`src/rtl/mbrf_pkg.sv`:
```
package mbrf_pkg;

  localparam int MODE_W     = 5;
  localparam int IDX_W      = 4;
  localparam int LOW_REGS   = 8;                    // registers shared by all modes
  localparam int HI_REGS    = 7;                    // registers 8..14
  localparam int PRIV_BANKS = 4;                    // banks with private 13/14 only
  localparam int PRIV_REGS  = 2;
  localparam int SLOT_COUNT = LOW_REGS + 1 + 2 * HI_REGS + PRIV_BANKS * PRIV_REGS;
  localparam int SLOT_W     = $clog2(SLOT_COUNT);
  localparam int SAVED_COUNT = 1 + PRIV_BANKS;
  localparam int SAVED_W    = $clog2(SAVED_COUNT);
  localparam logic [MODE_W-1:0] RESET_MODE = 5'd19;

  typedef enum logic [2:0] {
    BK_USR, BK_FIQ, BK_IRQ, BK_SVC, BK_ABT, BK_UND, BK_SYS, BK_DUM
  } bank_e;

  typedef struct packed {
    logic              zero;
    logic [SLOT_W-1:0] slot;
  } slot_t;

  typedef struct packed {
    logic               has;
    logic [SAVED_W-1:0] idx;
  } saved_t;

  typedef struct packed {
    logic               wrGo;
    logic [SLOT_W-1:0]  wrSlot;
    logic               rdAZero;
    logic [SLOT_W-1:0]  rdASlot;
    logic               rdBZero;
    logic [SLOT_W-1:0]  rdBSlot;
    logic               svWrGo;
    logic [SAVED_W-1:0] svWrIdx;
    logic               svRdHas;
    logic [SAVED_W-1:0] svRdIdx;
  } strobes_t;

  function automatic bank_e modeToBank(input logic [MODE_W-1:0] m);
    bank_e b;
    case (m)
      5'd0, 5'd16: b = BK_USR;
      5'd1, 5'd17: b = BK_FIQ;
      5'd2, 5'd18: b = BK_IRQ;
      5'd3, 5'd19: b = BK_SVC;
      5'd23:       b = BK_ABT;
      5'd27:       b = BK_UND;
      5'd31:       b = BK_SYS;
      default:     b = BK_DUM;
    endcase
    return b;
  endfunction

  // Slot layout: 0..7 low regs, 8 reg15, 9..15 user 8..14,
  // 16..22 fast-interrupt 8..14, 23..30 private 13/14 pairs.
  function automatic slot_t mapSlot(input bank_e b, input logic [IDX_W-1:0] idx);
    slot_t r;
    logic [SLOT_W-1:0] base;
    r = '0;
    base = '0;
    case (b)
      BK_IRQ:  base = 5'd23;
      BK_SVC:  base = 5'd25;
      BK_ABT:  base = 5'd27;
      BK_UND:  base = 5'd29;
      default: base = '0;
    endcase
    if (idx < 4'd8) begin
      r.slot = SLOT_W'(idx);
    end else if (idx == 4'd15) begin
      r.slot = 5'd8;
    end else if (b == BK_DUM) begin
      r.zero = 1'b1;
    end else if (b == BK_FIQ) begin
      r.slot = SLOT_W'(idx) + 5'd8;
    end else if (idx >= 4'd13 && base != '0) begin
      r.slot = base + SLOT_W'(idx - 4'd13);
    end else begin
      r.slot = SLOT_W'(idx) + 5'd1;
    end
    return r;
  endfunction

  function automatic saved_t mapSaved(input bank_e b);
    saved_t s;
    s.has = 1'b1;
    case (b)
      BK_FIQ:  s.idx = 3'd0;
      BK_IRQ:  s.idx = 3'd1;
      BK_SVC:  s.idx = 3'd2;
      BK_ABT:  s.idx = 3'd3;
      BK_UND:  s.idx = 3'd4;
      default: begin s.has = 1'b0; s.idx = 3'd0; end
    endcase
    return s;
  endfunction

endpackage

```
`src/rtl/mbrf_ctrl.sv`:
```
module mbrf_ctrl
  import mbrf_pkg::*;
(
  input  logic              clk,
  input  logic              rst,
  input  logic              modeLoad,
  input  logic [MODE_W-1:0] modeNext,
  output logic [MODE_W-1:0] curMode,
  input  logic              wrEn,
  input  logic [IDX_W-1:0]  wrIdx,
  input  logic              wrOvr,
  input  logic [MODE_W-1:0] wrMode,
  input  logic [IDX_W-1:0]  rdAIdx,
  input  logic              rdAOvr,
  input  logic [MODE_W-1:0] rdAMode,
  input  logic [IDX_W-1:0]  rdBIdx,
  input  logic              rdBOvr,
  input  logic [MODE_W-1:0] rdBMode,
  input  logic              savedWrEn,
  input  logic [MODE_W-1:0] savedWrMode,
  input  logic [MODE_W-1:0] savedRdMode,
  output strobes_t          st
);

  logic [MODE_W-1:0] modeQ;
  logic [MODE_W-1:0] wrEff, rdAEff, rdBEff;
  slot_t  wrMap, rdAMap, rdBMap;
  saved_t svWrMap, svRdMap;

  always_ff @(posedge clk) begin
    if (rst)           modeQ <= RESET_MODE;
    else if (modeLoad) modeQ <= modeNext;
  end
  assign curMode = modeQ;

  assign wrEff  = wrOvr  ? wrMode  : modeQ;
  assign rdAEff = rdAOvr ? rdAMode : modeQ;
  assign rdBEff = rdBOvr ? rdBMode : modeQ;

  always_comb begin
    wrMap   = mapSlot(modeToBank(wrEff),  wrIdx);
    rdAMap  = mapSlot(modeToBank(rdAEff), rdAIdx);
    rdBMap  = mapSlot(modeToBank(rdBEff), rdBIdx);
    svWrMap = mapSaved(modeToBank(savedWrMode));
    svRdMap = mapSaved(modeToBank(savedRdMode));
    st.wrGo    = wrEn & ~wrMap.zero;
    st.wrSlot  = wrMap.slot;
    st.rdAZero = rdAMap.zero;
    st.rdASlot = rdAMap.slot;
    st.rdBZero = rdBMap.zero;
    st.rdBSlot = rdBMap.slot;
    st.svWrGo  = savedWrEn & svWrMap.has;
    st.svWrIdx = svWrMap.idx;
    st.svRdHas = svRdMap.has;
    st.svRdIdx = svRdMap.idx;
  end

  // supervisor mode right after reset
  p_reset_mode_r1: assert property (@(posedge clk) disable iff (rst)
    $past(rst) |-> curMode == RESET_MODE);
  // load takes effect next edge
  p_mode_load_r11: assert property (@(posedge clk) disable iff (rst)
    modeLoad |=> curMode == $past(modeNext));
  // mode holds without a load
  p_mode_hold_r11: assert property (@(posedge clk) disable iff (rst)
    !modeLoad |=> $stable(curMode));
  // low registers always land in their shared slot
  p_shared_slot_r3: assert property (@(posedge clk) disable iff (rst)
    (wrEn && wrIdx < 4'd8) |-> (st.wrGo && st.wrSlot == SLOT_W'(wrIdx)));
  // overridden write to empty-bank upper register is dropped
  p_dummy_drop_r7: assert property (@(posedge clk) disable iff (rst)
    (wrEn && wrOvr && modeToBank(wrMode) == BK_DUM && wrIdx >= 4'd8 && wrIdx <= 4'd14)
      |-> !st.wrGo);

endmodule

```
`src/rtl/mbrf_data.sv`:
```
module mbrf_data
  import mbrf_pkg::*;
#(
  parameter int DATA_W = 32
)(
  input  logic              clk,
  input  logic              rst,
  input  strobes_t          st,
  input  logic [DATA_W-1:0] wrData,
  input  logic [DATA_W-1:0] savedWrData,
  input  logic [DATA_W-1:0] statusIn,
  output logic [DATA_W-1:0] rdAData,
  output logic [DATA_W-1:0] rdBData,
  output logic [DATA_W-1:0] savedRdData
);

  logic [DATA_W-1:0] slotQ  [SLOT_COUNT];
  logic [DATA_W-1:0] savedQ [SAVED_COUNT];

  for (genvar i = 0; i < SLOT_COUNT; i++) begin : g_slot
    always_ff @(posedge clk) begin
      if (rst)                                         slotQ[i] <= '0;
      else if (st.wrGo && st.wrSlot == SLOT_W'(i))     slotQ[i] <= wrData;
    end
    // a slot changes only when written
    p_slot_hold_r9: assert property (@(posedge clk) disable iff (rst)
      !(st.wrGo && st.wrSlot == SLOT_W'(i)) |=> $stable(slotQ[i]));
  end

  for (genvar j = 0; j < SAVED_COUNT; j++) begin : g_saved
    always_ff @(posedge clk) begin
      if (rst)                                          savedQ[j] <= '0;
      else if (st.svWrGo && st.svWrIdx == SAVED_W'(j))  savedQ[j] <= savedWrData;
    end
    // a saved word changes only when its own write strobe fires
    p_saved_hold_r8: assert property (@(posedge clk) disable iff (rst)
      !(st.svWrGo && st.svWrIdx == SAVED_W'(j)) |=> $stable(savedQ[j]));
  end

  assign rdAData     = st.rdAZero ? '0 : slotQ[st.rdASlot];
  assign rdBData     = st.rdBZero ? '0 : slotQ[st.rdBSlot];
  assign savedRdData = st.svRdHas ? savedQ[st.svRdIdx] : statusIn;

endmodule

```
`src/rtl/banked_regfile.sv`:
```
module banked_regfile
  import mbrf_pkg::*;
#(
  parameter int DATA_W = 32
)(
  input  logic              clk,
  input  logic              rst,
  input  logic              modeLoad,
  input  logic [4:0]        modeNext,
  output logic [4:0]        curMode,
  input  logic              wrEn,
  input  logic [3:0]        wrIdx,
  input  logic              wrOvr,
  input  logic [4:0]        wrMode,
  input  logic [DATA_W-1:0] wrData,
  input  logic [3:0]        rdAIdx,
  input  logic              rdAOvr,
  input  logic [4:0]        rdAMode,
  output logic [DATA_W-1:0] rdAData,
  input  logic [3:0]        rdBIdx,
  input  logic              rdBOvr,
  input  logic [4:0]        rdBMode,
  output logic [DATA_W-1:0] rdBData,
  input  logic [DATA_W-1:0] statusIn,
  input  logic              savedWrEn,
  input  logic [4:0]        savedWrMode,
  input  logic [DATA_W-1:0] savedWrData,
  input  logic [4:0]        savedRdMode,
  output logic [DATA_W-1:0] savedRdData
);

  strobes_t st;

  mbrf_ctrl u_ctrl (
    .clk(clk), .rst(rst),
    .modeLoad(modeLoad), .modeNext(modeNext), .curMode(curMode),
    .wrEn(wrEn), .wrIdx(wrIdx), .wrOvr(wrOvr), .wrMode(wrMode),
    .rdAIdx(rdAIdx), .rdAOvr(rdAOvr), .rdAMode(rdAMode),
    .rdBIdx(rdBIdx), .rdBOvr(rdBOvr), .rdBMode(rdBMode),
    .savedWrEn(savedWrEn), .savedWrMode(savedWrMode), .savedRdMode(savedRdMode),
    .st(st)
  );

  mbrf_data #(.DATA_W(DATA_W)) u_data (
    .clk(clk), .rst(rst), .st(st),
    .wrData(wrData), .savedWrData(savedWrData), .statusIn(statusIn),
    .rdAData(rdAData), .rdBData(rdBData), .savedRdData(savedRdData)
  );

endmodule

```
`config.mk`:
```
export PLATFORM = sky130hd
export DESIGN_NAME = banked_regfile
export DESIGN_NICKNAME = d
export VERILOG_FILES = /design/src/rtl/mbrf_pkg.sv /design/src/rtl/mbrf_ctrl.sv /design/src/rtl/mbrf_data.sv /design/src/rtl/banked_regfile.sv
export SDC_FILE = /design/constraint.sdc
export NUM_CORES = 2
export LEC_CHECK = 0
export ABC_AREA = 1
export ABC_CLOCK_PERIOD_IN_PS = 19860
export CORE_AREA = 4 4 444 490
export DETAILED_ROUTE_END_ITERATION = 16
export DIE_AREA = 0 0 448 494
export MAX_ROUTING_LAYER = met4
export PLACE_DENSITY_LB_ADDON = 0.08
export SETUP_SLACK_MARGIN = 0.15
export SKIP_LAST_GASP = 1
export SLEW_MARGIN = 15
export SYNTH_ARGS = -nofsm -noshare
export SYNTH_HDL_FRONTEND = slang
export SYNTH_SLANG_ARGS = --single-unit
```
`constraint.sdc`:
```
create_clock -name clk -period 19.86 [get_ports clk]
set_input_delay 3.972 -clock clk [delete_from_list [all_inputs] [get_ports clk]]
set_output_delay 3.972 -clock clk [all_outputs]
set_load 0.005 [all_outputs]
```
==> summary.md <==
| Metric | Value |
|---|---|
| Vias in the first global route | about 60000 |
| # nets final | just under 8000 |
| Initial antenna violation count | 12 |
| Power, Total | 6.933 mW |
| Port Buffer Count | 246 |
| R2R setup slack | between 10 and 15 ns |
| Core Footprint | approximately 210000 um^2 |
| Share of layout cells above drive strength 1 | 6.676% |
| Cell taking the most area after synthesis | edfxtp_1 |
| Final setup violating endpoints | 0 |
| Post-synth top cells | nand3_1 (2702), nand2_1 (1244), nor2_1 (1237) |
| Syn_area_per_cell | 8.307 um^2 |
| Count leader, synth | nand3_1 |
| Initial core utilization | between 30% and 40% |
| Hold_buf cts | 0 |
| Worst setup SP type | input pin |
| Gate power share | 20.5% |
| Post-synth top flop | edfxtp_1 |
| I/O pins | roughly 250 |
| Via/cell ratio | approximately 5.8 |
| Synthesized flop and latch total | about 1200 |
| Hpwl dp | approximately 170 mm |
| Core Rows | ~180 |
| Area delta synth->final | 13.98% |
| Worst Reg2Reg Path Length in Cells | 20 |
| Syn_nets | ~8100 |
| RR Endpoint | u_data.slotQ[20][27]$_SDFFCE_PN0P_ |
| DRT Pass-1 Iters | 8 |
| Synth top area share | 52.70% |
| Worst skew pair latency | approximately 0.85 ns |
| Placer's final routability congestion estimate | between 0.8 and 0.9 |
| Cell Area, Synth | 65640 um^2 |
| Routed wire length | about 320 mm |
| Final-layout fill cell count | 21788 |
| Dpl cells | 10334 |
| Worst path cell trace | clkdlybuf4s50_1, inv_2, nand2_1, nand2_1, nand2_1, nand2_1, o21ai_2, inv_1, ha_1, inv_1, nand3_1, nand3_1, nand2_1, nand2_8, nand2_8, buf_4, buf_12, nand2_1, nand3_1, nand3_1, nand3_1, nand3_1, a21oi_1, clkdlybuf4s50_1 |
| Initial DRC count | 8711 |
| DRC violations left | 0 |
| Pint | around 4.7 mW |
| Routed via count | around 60000 |
| CTS Buf Count | approximately 140 |
| CP required | roughly 16 ns |
| Clock share of power | about two fifths |
| Final std cells w/o fill | approximately 11000 |
| Worst setup EP type | output port |
| Chip Width | between 400 and 500 um |
| Worst Tran Pin Value | between 1 and 1.5 ns |
| CTS tree | yes |
| Sequential element share of the synthesized area | approximately 53% |
| Synth top area cells | edfxtp_1 (53%), nand3_1 (21%), nand2_1 (7.1%), nor2_1 (7.1%), buf_2 (2.8%) |
| Status | finished clean |
| CP peak stage delay | about 0.97 ns |
| GR Util All Layers | around 29% |
| Die Area | around 220000 um^2 |
| Slowest CP cell | nand2_8 |
| Worst-path clk slew | 0.06 ns |
| WP buf/inv | 7 |
| Crit path DAT | between 10 and 15 ns |
| Skew final | slightly above 0.04 ns |
| Post-CTS Resized | 0 |
| Post-CTS setup repair buffer count | 0 |
| Flop pwr share | 41.1% |
| Setup crit end | rdBData[20] |
| Crit-path max FO | about 150 |
| Clk sinks | about 1200 |
| Warnings, synthesis | 0 |
| Fmax | around 0.066 GHz |
| Pwr/cell area | roughly 90 nW/um^2 |
| Sw Ratio | 32.44% |
| Reg-to-Reg Start | u_ctrl.curMode[1]$_SDFFE_PP1P_ |
| Setup crit start | rdBOvr |
| Die Y | around 490 um |
| Wire per inst | roughly 30 um |
| Worst vdd ir | approximately 0.061 mV |
| Mapped Cells | 7902 |
| Number of H-tree levels | 4 |
| Longest Clk Path Bufs | 3 |
| Crit path max-delay family | simple AND/OR/NAND/NOR gates |
| Post-synth cell types | 52 |
| Pins Over Slew Limit | 0 |
| First-pass GRT wire length | around 450 mm |
| Tcrit/Tclk final | roughly three quarters |
| Number of cells on the critical path | 24 |
| TNS Setup | 0 ns |
| Placement Cell Area | around 70000 um^2 |
| ANT nets after route | 0 |
| Max cap viols | 0 |
| Pleak | approximately 29 nW |
| Max_slew headroom | around 3.5% |
| Post-synth EDFFs | between 1000 and 1500 |
| Pin count of the biggest net entering global routing | between 150 and 200 |
| Unrepaired setup endpoints after global routing | no |
| Tmin final | roughly 15 ns |
| Fin area | 74820 um^2 |
| Final hold vios | 0 |
| Total net switching power | 2.249 mW |
| GR Overflow Total | 0 |
| FFs w/ async S/R, synth | 0% |
| Worst Setup Path Type | in2out |
| Root Buffer Master | clkbuf_16 |
| Worst hold path class | reg2reg |
[worst reg2reg max path, stage by stage, from the launching register on]
cell      delay (ns)
dfxtp_1         0.37
inv_1           0.11
o21ai_2         0.22
nand3_1         0.17
o22ai_2         0.25
inv_2           0.08
a21oi_1         0.12
a21oi_1         0.06
ha_1            0.18
ha_1            0.33
a21oi_1         0.15
nand2_1         0.07
xnor2_1         0.18
o21ai_1         0.08
nand3_1         0.08
inv_2           0.07
nand2_2         0.56
clkinv_2        0.65
nand3_2         0.89
buf_4           0.62
nor2_1          0.11
[sequential cells by signal, indices dropped and copies added, names as in the netlist]
signal	flops
u_data.savedQ	160
u_ctrl.curMode	5
u_data.slotQ	992
[metrics by stage]
step	hold WS (ns)	utilization, %	setup WS (ns)
global placement	0.5969	32.88	5.041
global route	0.6418	35.14	4.500
floorplan	0.5021	-	8.786
CTS	0.5996	35.13	5.005
finish	0.5825	35.14	4.815
detailed placement	0.5867	32.94	5.031
[area by class of cell]
| class | instances | area [um^2] | share of cell area [%] |
|---|---|---|---|
| antenna | 12 | 30.03 | 0.04013 |
| clock buffer | 174 | 3716 | 4.967 |
| clock inverter | 86 | 937.1 | 1.253 |
| inverter | 239 | 920.9 | 1.231 |
| multi-input combinational | 5734 | 27070 | 36.18 |
| sequential | 1157 | 34690 | 46.37 |
| tap | 2790 | 3491 | 4.666 |
| timing repair buffer | 414 | 3959 | 5.291 |
[power by group through the flow]
stage               logic (mW)  registers (mW)  clock network, mW
floorplan                0.781            2.89                  0
global placement          1.40            2.90                  0
detailed placement        1.40            2.90                  0
CTS                       1.41            2.85               2.70
global route              1.50            2.86               2.80
finish                    1.42            2.85               2.66
[worst min-delay path by stage]
stage,start,to,slack [ns],cells past startpoint
floorplan,u_ctrl.curMode[0]$_SDFFE_PP1P_,u_ctrl.curMode[0]$_SDFFE_PP1P_,0.50,2
global placement,u_ctrl.curMode[4]$_SDFFE_PP1P_,u_ctrl.curMode[4]$_SDFFE_PP1P_,0.60,2
detailed placement,u_ctrl.curMode[2]$_SDFFE_PP0P_,u_ctrl.curMode[2]$_SDFFE_PP0P_,0.59,2
CTS,u_ctrl.curMode[2]$_SDFFE_PP0P_,u_ctrl.curMode[2]$_SDFFE_PP0P_,0.60,2
global route,u_ctrl.curMode[2]$_SDFFE_PP0P_,u_ctrl.curMode[2]$_SDFFE_PP0P_,0.64,2
finish,u_ctrl.curMode[2]$_SDFFE_PP0P_,u_ctrl.curMode[2]$_SDFFE_PP0P_,0.58,2
[cells in the final DEF (no fill, tap or decap), drive strengths merged, types with 129 or more instances in the layout]
cell type and n:
a21oi 206, buf 168, clkbuf 174, clkdlybuf4s50 246
edfxtp 1152, inv 234, nand2 1259, nand3 2718
nor2 1259, o21ai 129
[per-layer routing]
layer  part of all wire [%]  track usage, %  vias up
met5                      0               -        -
met4                    4.5           11.75        0
met3                    9.4           5.367      720
met2                     45           43.21     3758
met1                     41           37.72    30438
li1                       -               -    26926
[cells by family after synthesis]
| kind of cell | synth area share (%) |
|---|---|
| simple gates | 35.98 |
| mux | 0.3507 |
| fa+ha+maj | 0.6633 |
| buf+inv | 6.748 |
| compound gates | 3.286 |
| flops | 52.85 |
| xor+xnor | 0.1201 |
(Power assumes the default switching activity.)
